===== src/rtl/mon_entry_pkg.sv =====
package mon_entry_pkg;

  typedef enum logic [2:0] {
    ST_IDLE,
    ST_GUARD,
    ST_RX,
    ST_BRK,
    ST_RDY,
    ST_OFF
  } mon_state_e;

  typedef enum logic [1:0] {
    IRQ_LOW  = 2'b00,
    IRQ_HIGH = 2'b01,
    IRQ_TEST = 2'b10,
    IRQ_BAD  = 2'b11
  } irq_code_e;

  function automatic logic vote3(input logic a, input logic b, input logic c);
    return (a & b) | (a & c) | (b & c);
  endfunction

endpackage


===== src/rtl/mon_entry_decode.sv =====
module mon_entry_decode
  import mon_entry_pkg::*;
(
  input  logic       por,
  input  logic [1:0] irq,
  input  logic       erased,
  input  logic       csel,
  output logic       enter_ok,
  output logic       int_clk,
  output logic       fast_ref
);

  irq_code_e code;
  assign code = irq_code_e'(irq);

  always_comb begin
    enter_ok = 1'b0;
    int_clk  = 1'b0;
    fast_ref = 1'b0;
    if (por) begin
      if (!erased) begin
        if (code == IRQ_TEST) begin
          enter_ok = 1'b1;
          fast_ref = csel;
        end
      end else begin
        case (code)
          IRQ_HIGH: begin
            enter_ok = 1'b1;
            fast_ref = 1'b1;
          end
          IRQ_LOW: begin
            enter_ok = 1'b1;
            int_clk  = 1'b1;
          end
          default: enter_ok = 1'b0;
        endcase
      end
    end
  end

endmodule


===== src/rtl/mon_rx.sv =====
module mon_rx
  import mon_entry_pkg::*;
#(
  parameter int DIV_W = 16
) (
  input  logic             clk,
  input  logic             rst_n,
  input  logic             en,
  input  logic             ser,
  input  logic [DIV_W-1:0] div,
  output logic             done,
  output logic [7:0]       data,
  output logic             ferr
);

  logic             busy_q, busy_d;
  logic [DIV_W-1:0] p_q, p_d;
  logic [3:0]       k_q, k_d;
  logic             s1_q, s1_d, s2_q, s2_d;
  logic [7:0]       sh_q, sh_d;
  logic             done_q, done_d;
  logic [7:0]       data_q, data_d;
  logic             ferr_q, ferr_d;

  logic [DIV_W-1:0] mid, mid_lo, mid_hi, last_p;
  logic             vote;

  assign mid    = div >> 1;
  assign mid_lo = mid - DIV_W'(1);
  assign mid_hi = mid + DIV_W'(1);
  assign last_p = div - DIV_W'(1);
  assign vote   = vote3(s1_q, s2_q, ser);

  always_comb begin
    busy_d = busy_q;
    p_d    = p_q;
    k_d    = k_q;
    s1_d   = s1_q;
    s2_d   = s2_q;
    sh_d   = sh_q;
    data_d = data_q;
    done_d = 1'b0;
    ferr_d = 1'b0;
    if (!en) begin
      busy_d = 1'b0;
    end else if (!busy_q) begin
      if (!ser) begin
        busy_d = 1'b1;
        p_d    = DIV_W'(1);
        k_d    = 4'd0;
      end
    end else begin
      if (p_q == last_p) begin
        p_d = '0;
        k_d = k_q + 4'd1;
      end else begin
        p_d = p_q + DIV_W'(1);
      end
      if (p_q == mid_lo) s1_d = ser;
      if (p_q == mid)    s2_d = ser;
      if (p_q == mid_hi) begin
        if (k_q == 4'd0) begin
          if (vote) busy_d = 1'b0;
        end else if (k_q <= 4'd8) begin
          sh_d = {vote, sh_q[7:1]};
        end else begin
          busy_d = 1'b0;
          done_d = 1'b1;
          data_d = sh_q;
          ferr_d = ~vote;
        end
      end
    end
  end

  always_ff @(posedge clk or negedge rst_n) begin
    if (!rst_n) begin
      busy_q <= 1'b0;
      p_q    <= '0;
      k_q    <= 4'd0;
      s1_q   <= 1'b1;
      s2_q   <= 1'b1;
      sh_q   <= 8'd0;
      done_q <= 1'b0;
      data_q <= 8'd0;
      ferr_q <= 1'b0;
    end else begin
      busy_q <= busy_d;
      p_q    <= p_d;
      k_q    <= k_d;
      s1_q   <= s1_d;
      s2_q   <= s2_d;
      sh_q   <= sh_d;
      done_q <= done_d;
      data_q <= data_d;
      ferr_q <= ferr_d;
    end
  end

  assign done = done_q;
  assign data = data_q;
  assign ferr = ferr_q;

  // a finished byte frees the receiver, so completions never come back to back
  assert_done_single_R6: assert property (@(posedge clk) disable iff (!rst_n)
    done_q |=> !done_q);

endmodule


===== src/rtl/mon_brk.sv =====
module mon_brk #(
  parameter int BITS  = 10,
  parameter int DIV_W = 16
) (
  input  logic             clk,
  input  logic             rst_n,
  input  logic             clr,
  input  logic             start,
  input  logic [DIV_W-1:0] div,
  output logic             active,
  output logic             done
);

  localparam int BW = $clog2(BITS + 1);

  logic             act_q, act_d;
  logic [DIV_W-1:0] p_q, p_d;
  logic [BW-1:0]    b_q, b_d;
  logic             done_q, done_d;

  always_comb begin
    act_d  = act_q;
    p_d    = p_q;
    b_d    = b_q;
    done_d = 1'b0;
    if (clr) begin
      act_d = 1'b0;
    end else if (start) begin
      act_d = 1'b1;
      p_d   = '0;
      b_d   = '0;
    end else if (act_q) begin
      if (p_q == div - DIV_W'(1)) begin
        p_d = '0;
        if (b_q == BW'(BITS - 1)) begin
          act_d  = 1'b0;
          done_d = 1'b1;
        end else begin
          b_d = b_q + BW'(1);
        end
      end else begin
        p_d = p_q + DIV_W'(1);
      end
    end
  end

  always_ff @(posedge clk or negedge rst_n) begin
    if (!rst_n) begin
      act_q  <= 1'b0;
      p_q    <= '0;
      b_q    <= '0;
      done_q <= 1'b0;
    end else begin
      act_q  <= act_d;
      p_q    <= p_d;
      b_q    <= b_d;
      done_q <= done_d;
    end
  end

  assign active = act_q;
  assign done   = done_q;

  // the end-of-break pulse comes exactly when the line is let go
  assert_break_release_R9: assert property (@(posedge clk) disable iff (!rst_n)
    done_q |-> (!act_q && $past(act_q)));

endmodule


===== src/rtl/mon_entry_ctrl.sv =====
module mon_entry_ctrl
  import mon_entry_pkg::*;
#(
  parameter int DIV_W     = 16,
  parameter int GUARD_CYC = 24,
  parameter int SEC_BYTES = 8,
  parameter int BRK_BITS  = 10
) (
  input  logic                   clk,
  input  logic                   rst_n,
  input  logic                   por_flag,
  input  logic                   rst_pin,
  input  logic [1:0]             irq_lvl,
  input  logic                   clk_sel,
  input  logic                   vec_erased,
  input  logic [DIV_W-1:0]       baud_div,
  input  logic                   sec_pass,
  input  logic                   ser_in,
  output logic                   mon_active,
  output logic                   use_int_clk,
  output logic                   ref_fast,
  output logic                   ser_pull_low,
  output logic                   frame_err,
  output logic                   sec_valid,
  output logic [8*SEC_BYTES-1:0] sec_data,
  output logic                   cmd_ready,
  output logic                   sec_unlocked
);

  localparam int SEC_W  = 8 * SEC_BYTES;
  localparam int GCNT_W = $clog2(GUARD_CYC + 1);
  localparam int BCNT_W = $clog2(SEC_BYTES + 1);

  mon_state_e        state_q, state_d;
  logic              rp_q;
  logic [GCNT_W-1:0] gcnt_q, gcnt_d;
  logic [BCNT_W-1:0] bcnt_q, bcnt_d;
  logic [SEC_W-1:0]  sec_q, sec_d;
  logic              valid_q, valid_d;
  logic              int_q, int_d;
  logic              fast_q, fast_d;
  logic              unl_q, unl_d;

  logic       dec_ok, dec_int, dec_fast;
  logic       rx_done, rx_ferr;
  logic [7:0] rx_byte;
  logic       brk_start, brk_active, brk_done;

  mon_entry_decode u_decode (
    .por      (por_flag),
    .irq      (irq_lvl),
    .erased   (vec_erased),
    .csel     (clk_sel),
    .enter_ok (dec_ok),
    .int_clk  (dec_int),
    .fast_ref (dec_fast)
  );

  mon_rx #(.DIV_W(DIV_W)) u_rx (
    .clk   (clk),
    .rst_n (rst_n),
    .en    (state_q == ST_RX),
    .ser   (ser_in),
    .div   (baud_div),
    .done  (rx_done),
    .data  (rx_byte),
    .ferr  (rx_ferr)
  );

  mon_brk #(.BITS(BRK_BITS), .DIV_W(DIV_W)) u_brk (
    .clk    (clk),
    .rst_n  (rst_n),
    .clr    (~rst_pin),
    .start  (brk_start),
    .div    (baud_div),
    .active (brk_active),
    .done   (brk_done)
  );

  always_comb begin
    state_d   = state_q;
    gcnt_d    = gcnt_q;
    bcnt_d    = bcnt_q;
    sec_d     = sec_q;
    int_d     = int_q;
    fast_d    = fast_q;
    unl_d     = unl_q;
    valid_d   = 1'b0;
    brk_start = 1'b0;
    if (!rst_pin) begin
      state_d = ST_IDLE;
      int_d   = 1'b0;
      fast_d  = 1'b0;
      unl_d   = 1'b0;
    end else begin
      case (state_q)
        ST_IDLE: begin
          if (!rp_q) begin
            if (dec_ok) begin
              state_d = ST_GUARD;
              gcnt_d  = '0;
              int_d   = dec_int;
              fast_d  = dec_fast;
            end else begin
              state_d = ST_OFF;
            end
          end
        end
        ST_GUARD: begin
          if (!ser_in) begin
            state_d = ST_OFF;
            int_d   = 1'b0;
            fast_d  = 1'b0;
          end else if (gcnt_q == GCNT_W'(GUARD_CYC - 1)) begin
            state_d = ST_RX;
            bcnt_d  = '0;
          end else begin
            gcnt_d = gcnt_q + GCNT_W'(1);
          end
        end
        ST_RX: begin
          if (rx_done) begin
            sec_d = {rx_byte, sec_q[SEC_W-1:8]};
            if (bcnt_q == BCNT_W'(SEC_BYTES - 1)) begin
              state_d   = ST_BRK;
              valid_d   = 1'b1;
              brk_start = 1'b1;
            end else begin
              bcnt_d = bcnt_q + BCNT_W'(1);
            end
          end
        end
        ST_BRK: begin
          if (brk_done) begin
            state_d = ST_RDY;
            unl_d   = sec_pass;
          end
        end
        default: state_d = state_q;
      endcase
    end
  end

  always_ff @(posedge clk or negedge rst_n) begin
    if (!rst_n) begin
      state_q <= ST_IDLE;
      rp_q    <= 1'b0;
      gcnt_q  <= '0;
      bcnt_q  <= '0;
      sec_q   <= '0;
      valid_q <= 1'b0;
      int_q   <= 1'b0;
      fast_q  <= 1'b0;
      unl_q   <= 1'b0;
    end else begin
      state_q <= state_d;
      rp_q    <= rst_pin;
      gcnt_q  <= gcnt_d;
      bcnt_q  <= bcnt_d;
      sec_q   <= sec_d;
      valid_q <= valid_d;
      int_q   <= int_d;
      fast_q  <= fast_d;
      unl_q   <= unl_d;
    end
  end

  assign mon_active   = (state_q == ST_RX) || (state_q == ST_BRK) || (state_q == ST_RDY);
  assign use_int_clk  = int_q;
  assign ref_fast     = fast_q;
  assign ser_pull_low = brk_active;
  assign frame_err    = rx_ferr;
  assign sec_valid    = valid_q;
  assign sec_data     = sec_q;
  assign cmd_ready    = brk_done;
  assign sec_unlocked = unl_q;

  // a guard phase only ever starts from a power-on reset
  assert_por_gate_R2: assert property (@(posedge clk) disable iff (!rst_n)
    (state_q == ST_GUARD && $past(state_q) == ST_IDLE) |-> $past(por_flag));

  // leaving the guard window toward reception needs a high line on its last edge
  assert_guard_high_R5: assert property (@(posedge clk) disable iff (!rst_n)
    (state_q == ST_RX && $past(state_q) == ST_GUARD) |-> $past(ser_in));

  // the two clock choices exclude each other
  assert_clk_choice_R4: assert property (@(posedge clk) disable iff (!rst_n)
    !(use_int_clk && ref_fast));

  // the security strobe is a single cycle
  assert_valid_pulse_R8: assert property (@(posedge clk) disable iff (!rst_n)
    sec_valid |=> !sec_valid);

  // the line is pulled only while the sequencer sits in the break phase
  assert_pull_in_break_R9: assert property (@(posedge clk) disable iff (!rst_n)
    ser_pull_low |-> (state_q == ST_BRK));

  // readiness comes with a released line straight after the break
  assert_ready_release_R10: assert property (@(posedge clk) disable iff (!rst_n)
    cmd_ready |-> (!ser_pull_low && $past(ser_pull_low)));

endmodule


===== config.mk =====
export PLATFORM = sky130hd
export DESIGN_NAME = mon_entry_ctrl
export DESIGN_NICKNAME = d
export VERILOG_FILES = /design/src/rtl/mon_entry_pkg.sv /design/src/rtl/mon_entry_decode.sv /design/src/rtl/mon_rx.sv /design/src/rtl/mon_brk.sv /design/src/rtl/mon_entry_ctrl.sv
export SDC_FILE = /design/constraint.sdc
export NUM_CORES = 1
export LEC_CHECK = 0
export ABC_AREA = 1
export BUFFER_PORTS_ARGS = -buffer_cell sky130_fd_sc_hd__clkbuf_2
export CAP_MARGIN = 20
export CORE_ASPECT_RATIO = 0.8
export CORE_MARGIN = 4
export CORE_UTILIZATION = 54
export CTS_CLUSTER_DIAMETER = 200
export CTS_CLUSTER_SIZE = 28
export DETAILED_ROUTE_END_ITERATION = 7
export PLACE_DENSITY = 0.77
export REMOVE_ABC_BUFFERS = 1
export SLEW_MARGIN = 20
export SYNTH_ARGS = -nofsm -noshare
export SYNTH_HDL_FRONTEND = slang
export SYNTH_SLANG_ARGS = --single-unit
export TNS_END_PERCENT = 5

===== constraint.sdc =====
create_clock -name clk -period 2.05 [get_ports clk]
set_input_delay 0 -clock clk [delete_from_list [all_inputs] [get_ports clk]]
set_output_delay 0 -clock clk [all_outputs]
set_load 0.01 [all_outputs]

==> impl_results.md <==
- Boundary pin count: 98
- Prevailing post-synth register cell: dfrtp_1
- Final min period: 2130 ps
- Register area share after synthesis: 41.6%
- Area contributors post-synth: dfrtp_1 (41%), nand2_1 (13%), inv_1 (7.7%), nand3_1 (6.4%), nor2_1 (6.0%)
- TritonCTS clock tree: done
- Die H: 121 µm
- Core Region: 0.0157 mm²
- Hold Path Class: primary input to flop
- Pwr/cell area: 833 mW/mm²
- Worst Path Max Fanout: 8
- F_max: 469 MHz
- Synth warnings: 0
- Diodes inserted: 0
- Number of global-route vias before repair: 7606
- Post-DP Area: 0.00988 mm²
- Worst EP required: 2400 ps
- Worst hold slack: 31.9 ps
- Final Wtd Congestion: 0.973
- Post-synth design cell area: 0.00867 mm²
- Storage element area: 0.00361 mm²
- Top cell type's share of synthesized area: 41.0%
- Startpoint types: flop
- Initial core utilization: 55.0%
- Peak supply drop: 582 µV
- Via density: 5.25
- Final setup fails: 1
- DRC: 0
- Number of synthesized flops with an enable pin: 0
- Area grow syn2layout: 26.0%
- Failing checks: negative setup slack
- Vias: 8483
- Slew Limit Fails: 0
- Clk_skew: 8.19 ps
- Synth cell types: 44
- Dpl hpwl: 17600 µm
- Met3 Use GR: 6.76%
- First-pass GRT wire length: 38100 µm
- Post-route cell area: 0.0109 mm²
- Worst skew pair latency: 420 ps
- Max-cap viol count: 0
- Worst Tran Pin Value: 609 ps
- Lkg Pwr: 5.75 nW
- Final WL: 24300 µm
- Setup WS post-layout: -82.4 ps
- GRT overflow: 0
- Routing usage on met2: 38.1%
- Cell accounting for the most synthesized area: dfrtp_1
- Top Usage Layer GRT: met1
- Met1 Track Usage GR: 40.1%
- WS Path Type: flop to flop
- CTS Buf Count: 17
- Reg clk slew, reported paths: 60 ps
- Die W: 150 µm
- Count of buffers from port buffering: 97
- Final Cycle Share: 104%
- Worst slew margin: 59.4%
- H-tree depth: 4
- Share of cells above drive strength 1: 19.6%
- Clock tree buffer depth: 2
- CP arrival: 2480 ps
- Synth Register Bits: 144
- RSZ-0062 raised after global routing: true
- Async SR Flop Fraction: 100%
- Area of the multi-input gates: 0.00437 mm²
- Status: complete, but fails checks
- # rows: 41
- CTS sink count: 144
- Largest net degree at the start of global routing: 121
- Final hold viol count: 0
- Count leader, synth: nand2_1
- Most frequent cells after synthesis: nand2_1 (305), inv_1 (178), dfrtp_1 (142)
- Die ar.: 0.0182 mm²
- Endpoint type of the worst setup path: flop
- Mapped Cells: 1212
- Mean area per synthesized cell: 7.15 µm²
- Drt wl/cell: 15.0 µm
- DR iter-0 viols: 776
- Clock root buffer: clkbuf_16
- Post-route ant nets: 0
- DRT Pass-1 Iters: 5
- Pre-CTS WS: -94.8 ps
- Antenna violations before repair: 0
- Nets: 1424
- Total GRT Usage: 26.4%
- Filler cells: 1338
cell type report:
cell class	count	area share [%]
Clock inverter	11	1.39
Timing Repair Buffer	192	12.4
Tap cell	215	2.46
Sequential cell	144	33.1
Multi-Input combinational cell	849	40.0
Inverter	183	6.35
Clock buffer	21	4.31
per-layer routing:
metal  routed length (µm)  share of wire, %
met5                    0                 0
met4                  291               1.2
met3                 2370               9.8
met2                10500                43
met1                11100                46
worst max-delay path: stages, from the launching register on:
cell	delay, ps
dfrtp_2	440
inv_2	90
nand3_4	70
inv_2	110
nand3_4	100
nor2_4	200
inv_4	70
nand2_4	80
clkinvlp_4	190
nor2_2	160
nand2_1	80
o21ai_0	210
o21ai_0	130
a21oi_1	120
registers in the layout (all words and copies together) (netlist names), 3 cells and up:
register   flops
u_rx.sh_q      8
gcnt_q         5
u_rx.k_q       4
state_q        3
u_brk.b_q      4
u_rx.p_q      16
sec_data      64
u_rx.data      8
bcnt_q         4
u_brk.p_q     16
metrics by stage:
step                      setup TNS [ps]  util, %  power (mW)  instances
after global routing               -2150     69.3        9.53       1615
after detailed placement           -2250     62.7        5.66       1560
final                              -82.4     69.3        9.09       1615
after global placement              -143     62.7        5.62       1560
after floorplan                   -77830        -        4.75       1176
after CTS                              0     67.4        8.94       1602
final timing paths:
check | start | to | slack [ps] | cells after the start
max | state_q[0] | u_brk.p_q[5] | -80 | 13
min | irq_lvl[1] | ref_fast | 30 | 5
max reg2reg | state_q[0] | u_brk.p_q[5] | -80 | 13
min reg2reg | ref_fast | ref_fast | 480 | 2
max in group asynchronous | rst_n | sec_data[52] | 1160 | 3
min in group asynchronous | rst_n | ref_fast | 130 | 2
logic make-up after synthesis:
family / synth area share (%)
fa+ha+maj: 1.59
xor+xnor: 5.86
mux: 1.04
compound gates: 9.04
simple gates: 31.1
flops: 41.6
buf+inv: 9.79
cells in the final DEF (no fill, tap or decap), types with 4 or more instances in the layout:
cell type and n:
buf_4 76, dlygate4sd3_1 10, xnor2_1 13, o21ai_0 64, clkinvlp_4 5, inv_2 5, nand2_2 5, ha_1 11
clkbuf_2 96, clkbuf_16 19, nand4_1 27, nand3_4 4, dfrtp_2 6, xor2_1 41, nand3b_1 4, nand2_1 300
a21oi_1 59, nand3_1 109, nor2_1 134, buf_12 7, nor3_1 12, dfrtp_1 136, nor2_2 10, inv_1 174
mux2_2 8
report_power, final:
part,switching (mW),total [mW],internal [mW],leakage (nW)
Clock,1.21,3.23,2.02,0.293
Combinational,1.50,2.50,1.00,3.76
Sequential,0.298,3.37,3.07,1.70
Total,3.00,9.09,6.09,5.75
what timing repair did:
| action | in CTS | in global routing |
|---|---|---|
| hold endpoints to repair | 61 | 0 |
| resized for setup | 3 | 39 |
| hold buffers | 10 | 0 |
| buffers inserted | 0 | 11 |
| setup endpoints to repair | 16 | 54 |
| cloned | 0 | 2 |
| pin swaps | 0 | 18 |
No activity file was read; power rests on OpenSTA's default activity.
